`src/rtl/cep_pkg.sv`:
```
package cep_pkg;
  typedef enum logic [1:0] {
    PB_FILL = 2'd0,
    PB_PLAY = 2'd1,
    PB_DROP = 2'd2
  } pb_state_t;

  localparam logic [7:0] PB_FILLER_BYTE = 8'hFF;
endpackage

```
`src/rtl/pb_store.sv`:
```
module pb_store #(
  parameter int DEPTH = 512,
  parameter int DW    = 8,
  localparam int ADDR_W = (DEPTH > 1) ? $clog2(DEPTH) : 1
) (
  input  logic          clk,
  input  logic          rst_n,
  input  logic          wr_en,
  input  logic [DW-1:0] wr_data,
  input  logic          rd_en,
  output logic [DW-1:0] rd_data
);
  logic [DW-1:0]     mem [DEPTH];
  logic [ADDR_W-1:0] wr_ptr;
  logic [ADDR_W-1:0] rd_ptr;

  function automatic logic [ADDR_W-1:0] bump(input logic [ADDR_W-1:0] p);
    if (p == ADDR_W'(DEPTH - 1)) return '0;
    return p + 1'b1;
  endfunction

  always_ff @(posedge clk) begin
    if (!rst_n) begin
      wr_ptr <= '0;
      rd_ptr <= '0;
    end else begin
      if (wr_en) wr_ptr <= bump(wr_ptr);
      if (rd_en) rd_ptr <= bump(rd_ptr);
    end
  end

  always_ff @(posedge clk) begin
    if (wr_en) mem[wr_ptr] <= wr_data;
  end

  assign rd_data = mem[rd_ptr];
endmodule

```
`src/rtl/pb_satcnt.sv`:
```
module pb_satcnt #(
  parameter int W = 16
) (
  input  logic         clk,
  input  logic         rst_n,
  input  logic         inc,
  output logic [W-1:0] count
);
  localparam logic [W-1:0] TOP = {W{1'b1}};

  always_ff @(posedge clk) begin
    if (!rst_n)                  count <= '0;
    else if (inc && count != TOP) count <= count + 1'b1;
  end
endmodule

```
`src/rtl/pb_ctrl.sv`:
```
module pb_ctrl
  import cep_pkg::*;
#(
  parameter int FILL_W = 10
) (
  input  logic              clk,
  input  logic              rst_n,
  input  logic              in_valid,
  input  logic              rd_strobe,
  input  logic [FILL_W-1:0] size_eff,
  input  logic [FILL_W-1:0] low_eff,
  output logic              wr_en,
  output logic              pop,
  output logic              filler_ev,
  output logic              drop_ev,
  output logic              uf_pulse,
  output logic              of_pulse,
  output pb_state_t         state,
  output logic [FILL_W-1:0] fill
);
  pb_state_t         state_nx;
  logic [FILL_W-1:0] fill_after_pop;
  logic              has_data;
  logic              uf_ev;
  logic              of_ev;

  assign has_data       = (fill != '0);
  assign pop            = rd_strobe && (state != PB_FILL) && has_data;
  assign filler_ev      = rd_strobe && !pop;
  assign fill_after_pop = fill - FILL_W'(pop);

  always_comb begin
    wr_en    = 1'b0;
    uf_ev    = 1'b0;
    of_ev    = 1'b0;
    state_nx = state;
    unique case (state)
      PB_FILL: begin
        wr_en = in_valid && (fill < size_eff);
        if (fill >= low_eff) state_nx = PB_PLAY;
      end
      PB_PLAY: begin
        wr_en = in_valid && (fill_after_pop < size_eff);
        of_ev = in_valid && !(fill_after_pop < size_eff);
        uf_ev = rd_strobe && !has_data;
        if (uf_ev)      state_nx = PB_FILL;
        else if (of_ev) state_nx = PB_DROP;
      end
      PB_DROP: begin
        wr_en = 1'b0;
        if (fill <= low_eff) state_nx = PB_PLAY;
      end
      default: state_nx = PB_FILL;
    endcase
  end

  assign drop_ev = in_valid && !wr_en;

  always_ff @(posedge clk) begin
    if (!rst_n) begin
      state    <= PB_FILL;
      fill     <= '0;
      uf_pulse <= 1'b0;
      of_pulse <= 1'b0;
    end else begin
      state    <= state_nx;
      fill     <= fill_after_pop + FILL_W'(wr_en);
      uf_pulse <= uf_ev;
      of_pulse <= of_ev;
    end
  end
endmodule

```
`src/rtl/cep_playout_buffer.sv`:
```
module cep_playout_buffer
  import cep_pkg::*;
#(
  parameter int DEPTH = 512,
  parameter int CNT_W = 16,
  localparam int FILL_W = $clog2(DEPTH + 1)
) (
  input  logic              clk,
  input  logic              rst_n,
  input  logic              in_valid,
  input  logic [7:0]        in_data,
  output logic              in_ready,
  input  logic              rd_strobe,
  output logic [7:0]        rd_data,
  input  logic [FILL_W-1:0] cfg_size,
  input  logic [FILL_W-1:0] cfg_cdv_bytes,
  output logic              underflow_pulse,
  output logic              overflow_pulse,
  output logic [CNT_W-1:0]  filler_count,
  output logic [CNT_W-1:0]  drop_count
);
  localparam int NCNT = 2;

  logic [FILL_W-1:0] size_eff;
  logic [FILL_W-1:0] low_eff;
  logic              wr_en;
  logic              pop;
  logic              filler_ev;
  logic              drop_ev;
  pb_state_t         state;
  logic [FILL_W-1:0] fill;
  logic [7:0]        mem_q;
  logic [NCNT-1:0]   cnt_inc;
  logic [CNT_W-1:0]  cnt_val [NCNT];

  assign size_eff = (cfg_size > FILL_W'(DEPTH)) ? FILL_W'(DEPTH) : cfg_size;
  assign low_eff  = (cfg_cdv_bytes > size_eff) ? size_eff : cfg_cdv_bytes;
  assign in_ready = 1'b1;

  pb_ctrl #(.FILL_W(FILL_W)) u_ctrl (
    .clk       (clk),
    .rst_n     (rst_n),
    .in_valid  (in_valid),
    .rd_strobe (rd_strobe),
    .size_eff  (size_eff),
    .low_eff   (low_eff),
    .wr_en     (wr_en),
    .pop       (pop),
    .filler_ev (filler_ev),
    .drop_ev   (drop_ev),
    .uf_pulse  (underflow_pulse),
    .of_pulse  (overflow_pulse),
    .state     (state),
    .fill      (fill)
  );

  pb_store #(.DEPTH(DEPTH), .DW(8)) u_store (
    .clk     (clk),
    .rst_n   (rst_n),
    .wr_en   (wr_en),
    .wr_data (in_data),
    .rd_en   (pop),
    .rd_data (mem_q)
  );

  assign rd_data = pop ? mem_q : PB_FILLER_BYTE;

  assign cnt_inc[0] = filler_ev;
  assign cnt_inc[1] = drop_ev;

  for (genvar g = 0; g < NCNT; g++) begin : g_cnt
    pb_satcnt #(.W(CNT_W)) u_cnt (
      .clk   (clk),
      .rst_n (rst_n),
      .inc   (cnt_inc[g]),
      .count (cnt_val[g])
    );
  end

  assign filler_count = cnt_val[0];
  assign drop_count   = cnt_val[1];
endmodule

```
`config.mk`:
```
export PLATFORM = sky130hd
export DESIGN_NAME = cep_playout_buffer
export DESIGN_NICKNAME = d
export VERILOG_FILES = /design/src/rtl/cep_pkg.sv /design/src/rtl/pb_store.sv /design/src/rtl/pb_satcnt.sv /design/src/rtl/pb_ctrl.sv /design/src/rtl/cep_playout_buffer.sv
export SDC_FILE = /design/constraint.sdc
export NUM_CORES = 2
export LEC_CHECK = 0
export ABC_CLOCK_PERIOD_IN_PS = 10800
export BUFFER_PORTS_ARGS = -buffer_cell sky130_fd_sc_hd__buf_2
export CAP_MARGIN = 20
export CORE_MARGIN = 2
export CORE_UTILIZATION = 50
export DETAILED_ROUTE_END_ITERATION = 10
export MAX_ROUTING_LAYER = met4
export PLACE_DENSITY = 0.67
export SYNTH_ARGS = -nofsm -noshare
export SYNTH_HDL_FRONTEND = slang
export SYNTH_SLANG_ARGS = --single-unit
```
`constraint.sdc`:
```
create_clock -name clk -period 10.8 [get_ports clk]
set_input_delay 2.7 -clock clk [delete_from_list [all_inputs] [get_ports clk]]
set_output_delay 2.7 -clock clk [all_outputs]
set_load 0.02 [all_outputs]
```
* Word level (Yosys, flattened, before mapping)
Memory sizes are Yosys's and may differ from the RTL's. A register that Yosys moved wholly into a read port is not among the register bits.
Cells that the tools add are included.
** Cells by class
- Eq/ne operators :: 9
- $lt $le $gt $ge :: 6
- Mux-type cells :: 23
- Reduce and logical (&&, ||, !) cells :: 19
- Add/subtract/negate cells :: 6
** Operators by type and width (number)
- $mux 9 :: 6
- $add 16x1->16 const B :: 2
- $ne 16x16->1 const B :: 2
- $lt 10x10->1 :: 2
- $mux 10 :: 2
- $add 9x1->9 const B :: 2
- $eq 9x9->1 const B :: 2
- $add 10x1->10 :: 1
- $ge 10x10->1 :: 1
- $gt 10x10->1 :: 1
- $gt 10x10->1 const B :: 1
- $le 10x10->1 :: 1
- $logic_and 1x1->1 :: 10
- $reduce_bool 10->1 :: 1
- $sub 10x1->10 :: 1
- $mux 1 :: 8
- $mux 2 :: 4
- $mux 8 :: 1
- $pmux 2 s3 :: 1
- $logic_not 1->1 :: 4
- $ne 2x1->1 const B :: 2
- $ne 3x1->1 const B :: 1
- $reduce_and 3->1 :: 1
- $eq 2x1->1 const B :: 1
- other kinds (5) :: 5
** Word-level totals
- Bits of input ports :: 32
- Memories :: 1
- Bits in writable memories :: 4096
- Register bits after elaboration :: 64
- Word-level logic and storage cells :: 72
- Output and inout port bits :: 43
** Memory list
- u_store.mem :: words 512, width 8, read ports 1, clocked after Yosys merged registers in 1, wr ports 1, RTL line pb_store.sv:13 : logic [DW-1:0] mem [DEPTH];

* Longest topological paths before layout
- Depth after elaboration :: 10
- Mapped depth :: 25
- Gate-level depth less buffers :: 23

* Modules after synthesis
Synthesis repeated with hierarchy kept, for this count alone.
** Second synthesis, totals
- Cell total of the unflattened synthesis :: 8633
- Area total of the unflattened synthesis :: 166360.8 um2
** Modules (own cells, without submodules)
- pb_store :: cells an instance 8178, times used 1, seq. area each 123538.5 um2, area an instance 162626.0 um2
- pb_satcnt :: cells an instance 97, times used 2, seq. area each 320.3 um2, area an instance 837.1 um2
- pb_ctrl :: cells an instance 195, times used 1, seq. area each 280.3 um2, area an instance 1566.5 um2
- cep_playout_buffer :: cells an instance 66, times used 1, seq. area each 0.0 um2, area an instance 494.2 um2

* Worst setup path before layout
Ideal clock, no wire load.
- Path type :: input to register
- Start point :: input rd_strobe
- End point :: register u_ctrl.fill[5]
- Stages on the path :: 23
- Buffers on the path :: 3
- Library setup time :: 0.070 ns
- Data required time :: 10.730 ns
- Slack :: 3.032 ns
- Data arrival time :: 7.698 ns
- Cells stage by stage :: nor3b_2 > clkbuf_1 > ha_1 > ha_1 > or3b_2 > or3_1 > xor2_1 > inv_1 > ha_1 > nand3_1 > o221ai_1 > a21o_1 > a311oi_1 > and2_1 > buf_2 > nor2_1 > clkinv_1 > ha_1 > and3_1 > clkbuf_1 > nand2_1 > or3_1 > a21oi_1
** Between the ends
- Word-level cells in the longest chain between the ends :: 7
** RTL lines
- start: declaration :: RTL line cep_playout_buffer.sv:13 : input logic rd_strobe,
- $logic_and 1x1->1 (2 in series) :: RTL line pb_ctrl.sv:28 : assign pop = rd_strobe && (state != PB_FILL) && has_data;
- $sub 10x1->10 :: RTL line pb_ctrl.sv:30 : assign fill_after_pop = fill - FILL_W'(pop);
- $lt 10x10->1 :: RTL line pb_ctrl.sv:43 : wr_en = in_valid && (fill_after_pop < size_eff);
- $logic_and 1x1->1 :: RTL line pb_ctrl.sv:43
- $pmux 1 s2 :: RTL line pb_ctrl.sv:37 : unique case (state)
- named net u_ctrl.wr_en :: RTL line pb_ctrl.sv:12 : output logic wr_en,
- $add 10x1->10 :: RTL line pb_ctrl.sv:67 : fill <= fill_after_pop + FILL_W'(wr_en);
- end signal: assignment :: RTL line pb_ctrl.sv:67
- end: declaration :: RTL line pb_ctrl.sv:19 : output logic [FILL_W-1:0] fill
The timed path passes the listed nets, and every way through them passes these cells.
A chain may end at the register's enable or synchronous reset.

==> metrics.md <==
| Metric | Value |
|---|---|
| Detail Route Antenna Nets | `0` |
| Grt ovf | `0` |
| Critical path startpoint category | `flop` |
| Sequential area share after synthesis | `between 70 and 80%` |
| Synth async-reset ratio | `0%` |
| Vias in the first global route | `~83000` |
| YS warnings | `0` |
| RSZ-0062 raised after global routing | `false` |
| Layout cell share with drive strength beyond 1 | `approximately a fifth` |
| DIE WIDTH | `approximately 570 um` |
| CTS Hold Bufs | `0` |
| Clock Tree Buf Depth | `4` |
| Largest net degree at the start of global routing | `about 150` |
| Slew Limit Fails | `0` |
| Clock transition at path regs | `roughly 60 ps` |
| Crit Path Category | `flop to output port` |
| Rel. slew slack | `a little over an eighth` |
| First-pass DRT Iterations | `6` |
| Post-DR vias/cell | `roughly 6.6` |
| Reg-to-Reg Start | `u_ctrl.fill[4]` |
| Nets@finish | `approximately 8300` |
| Initial DRC count | `approximately 13000` |
| Hold path start | `g_cnt[1].u_cnt.count[6]` |
| Leak | `53.6 nW` |
| Worst skew pair latency | `950 ps` |
| Final WL | `446000 um` |
| Vias post-DR | `85000` |
| Critical Path End Type | `output port` |
| Routability cong. | `0.927` |
| Worst Skew | `between 40 and 50 ps` |
| Number of fill cells in the layout | `~23000` |
| H-tree depth | `5` |
| Post-layout min period | `9080 ps` |
| TritonCTS buffer count | `between 300 and 400` |
| Status | `complete, no violations` |
| Post-CTS Repair Setup Buffers | `0` |
| Starting Density | `about 50%` |
| Clock Tree Root | `clkbuf_16` |
| Total power | `around 32 mW` |
| Yosys reg bits | `~4200` |
| Core area | `between 0.3 and 0.4 mm2` |
| Req. time, crit path | `between 8000 and 9000 ps` |
| Final Hold Vio Count | `0` |
| Sink Count | `around 4200` |
| Layout area overhead | `11.3%` |
| HP Class | `flop to flop` |
| Setup TNS | `0 ps` |
| Top-Level Pins | `75` |
| Avg Cell Area, Syn | `roughly 20 um2` |
| Post-Syn Area | `approximately 0.16 mm2` |
| Worst-margin pin slew | `about 1300 ps` |
| Leading cell type in the layout, fill and taps excluded | `edfxtp_1` |
| Achievable clock frequency | `around 110 MHz` |
| Max cap viols | `0` |
| Post-CTS sizing | `0` |
| CP max FO | `101` |
| Global Route Usage Sum | `about 28%` |
| WL/cell | `~35 um` |
| Syn_nets | `just over 8000` |
| EDFF count, synth | `4096` |
| Site Rows | `approximately 210` |
| Worst vdd ir | `approximately 0.00014 V` |
| DRC errors left | `0` |
| Ys flop type | `edfxtp_1` |
| Die area | `around 0.33 mm2` |
| IO buf count | `73` |
| Initial antenna violation count | `18` |
| Cell Pwr Density | `around 180 mW/mm2` |
| Finish-stage setup viols | `0` |
| Final period utilization | `84.1%` |
| Distinct cells, synth | `70` |
| Post-DP HPWL | `between 200000 and 300000 um` |
| Die H | `574 um` |
| Most frequent cells in the layout | `4096 x edfxtp_1, 838 x mux4_2, 578 x nor2_1` |
| Mapped Cells | `8067` |
| First-pass GRT wire length | `~630000 um` |
| CTS tree | `built` |
| Worst EP arrival | `around 6400 ps` |
## worst max-delay path, stage by stage (launching register included)
cell	delay [ps]
dfxtp_4	800
buf_12	610
buf_4	860
mux4_2	640
a22oi_1	200
a21oi_1	100
a2111oi_1	430
buf_4	240
or4_1	520
o2111ai_1	460
buf_2	320
## through the flow
| stage | hold WS (ps) | area, um2 | utilization (%) | std cells | worst slack, ps |
|---|---|---|---|---|---|
| after floorplan | 493 | 163000 | - | 8067 | 3030 |
| after CTS | 516 | 181000 | 55.9 | 12900 | 1790 |
| after global routing | 546 | 181000 | 55.9 | 12900 | 1460 |
| after global placement | 479 | 168000 | 51.8 | 12200 | 1830 |
| after detailed placement | 506 | 168000 | 51.9 | 12200 | 1680 |
| final | 519 | 181000 | 55.9 | 12900 | 1720 |
## cells in the mapped netlist (all sizes together), types with 32 or more instances
library cell,number,area (um2)
a2111oi,32,280
a221oi,97,850
a211oi,35,263
o221ai,58,508
a22oi,173,1300
o21ai,103,516
mux2i,457,4570
buf,261,1630
dfxtp,73,1460
nand3,70,350
a21oi,147,736
nand2,213,800
clkbuf,238,893
o22ai,72,450
nor2,582,2180
nor2b,40,250
edfxtp,4096,123000
ha,51,638
a22o,44,385
mux4,838,18900
nand4,39,244
## state kept, by name (all words and copies together), names as in the netlist, named ones only
signal,cells
u_ctrl.state,2
u_ctrl.of_pulse,1
u_ctrl.uf_pulse,1
u_store.mem,4096
u_ctrl.fill,10
u_store.wr_ptr,9
g_cnt.u_cnt.count,32
u_store.rd_ptr,9
## layout make-up
type / instances / area (um2) / area share (%)
Timing Repair Buffer: 267 / 2310 / 1.28
Inverter: 32 / 120 / 0.0663
Clock inverter: 256 / 2490 / 1.38
Clock buffer: 475 / 10500 / 5.78
Tap cell: 4325 / 5410 / 2.99
Multi-Input combinational cell: 3367 / 35800 / 19.8
Sequential cell: 4169 / 124000 / 68.7
Antenna cell: 13 / 32.5 / 0.0180
## power breakdown
group | internal [mW] | switching, mW | total [mW] | leakage, nW
Combinational | 0.104 | 0.485 | 0.589 | 9.92
Sequential | 17.8 | 0.00889 | 17.8 | 37.4
Clock | 7.91 | 6.02 | 13.9 | 6.29
## final timing paths
| kind | to | slack (ps) | depth (start not counted) |
|---|---|---|---|
| min reg2reg | g_cnt[1].u_cnt.count[6] | 520 | 2 |
| max | rd_data[6] | 1720 | 10 |
| min | g_cnt[1].u_cnt.count[6] | 520 | 2 |
| max reg2reg | u_store.mem[66][4] | 4080 | 20 |
## metal layers
| layer | wire length [um] | share of wire [%] | GRT usage [%] |
|---|---|---|---|
| met5 | 0 | 0 | - |
| met2 | 212000 | 48 | 42.5 |
| met1 | 169000 | 38 | 37.0 |
| met3 | 46800 | 11 | 5.22 |
| met4 | 18200 | 4.1 | 9.98 |
## kinds of logic after synthesis
| family | count (synthesis) | synth area share, % |
|---|---|---|
| adder cells (fa/ha/maj) | 51 | 0.392 |
| multiplexers | 1304 | 14.5 |
| buffers and inverters | 531 | 1.63 |
| other | 1 | 0.00230 |
| flip-flops | 4169 | 76.5 |
| AO/OA/AOI/OAI | 865 | 3.77 |
| XOR/XNOR | 29 | 0.156 |
| AND/OR/NAND/NOR | 1117 | 3.09 |
(Power assumes the default switching activity.)
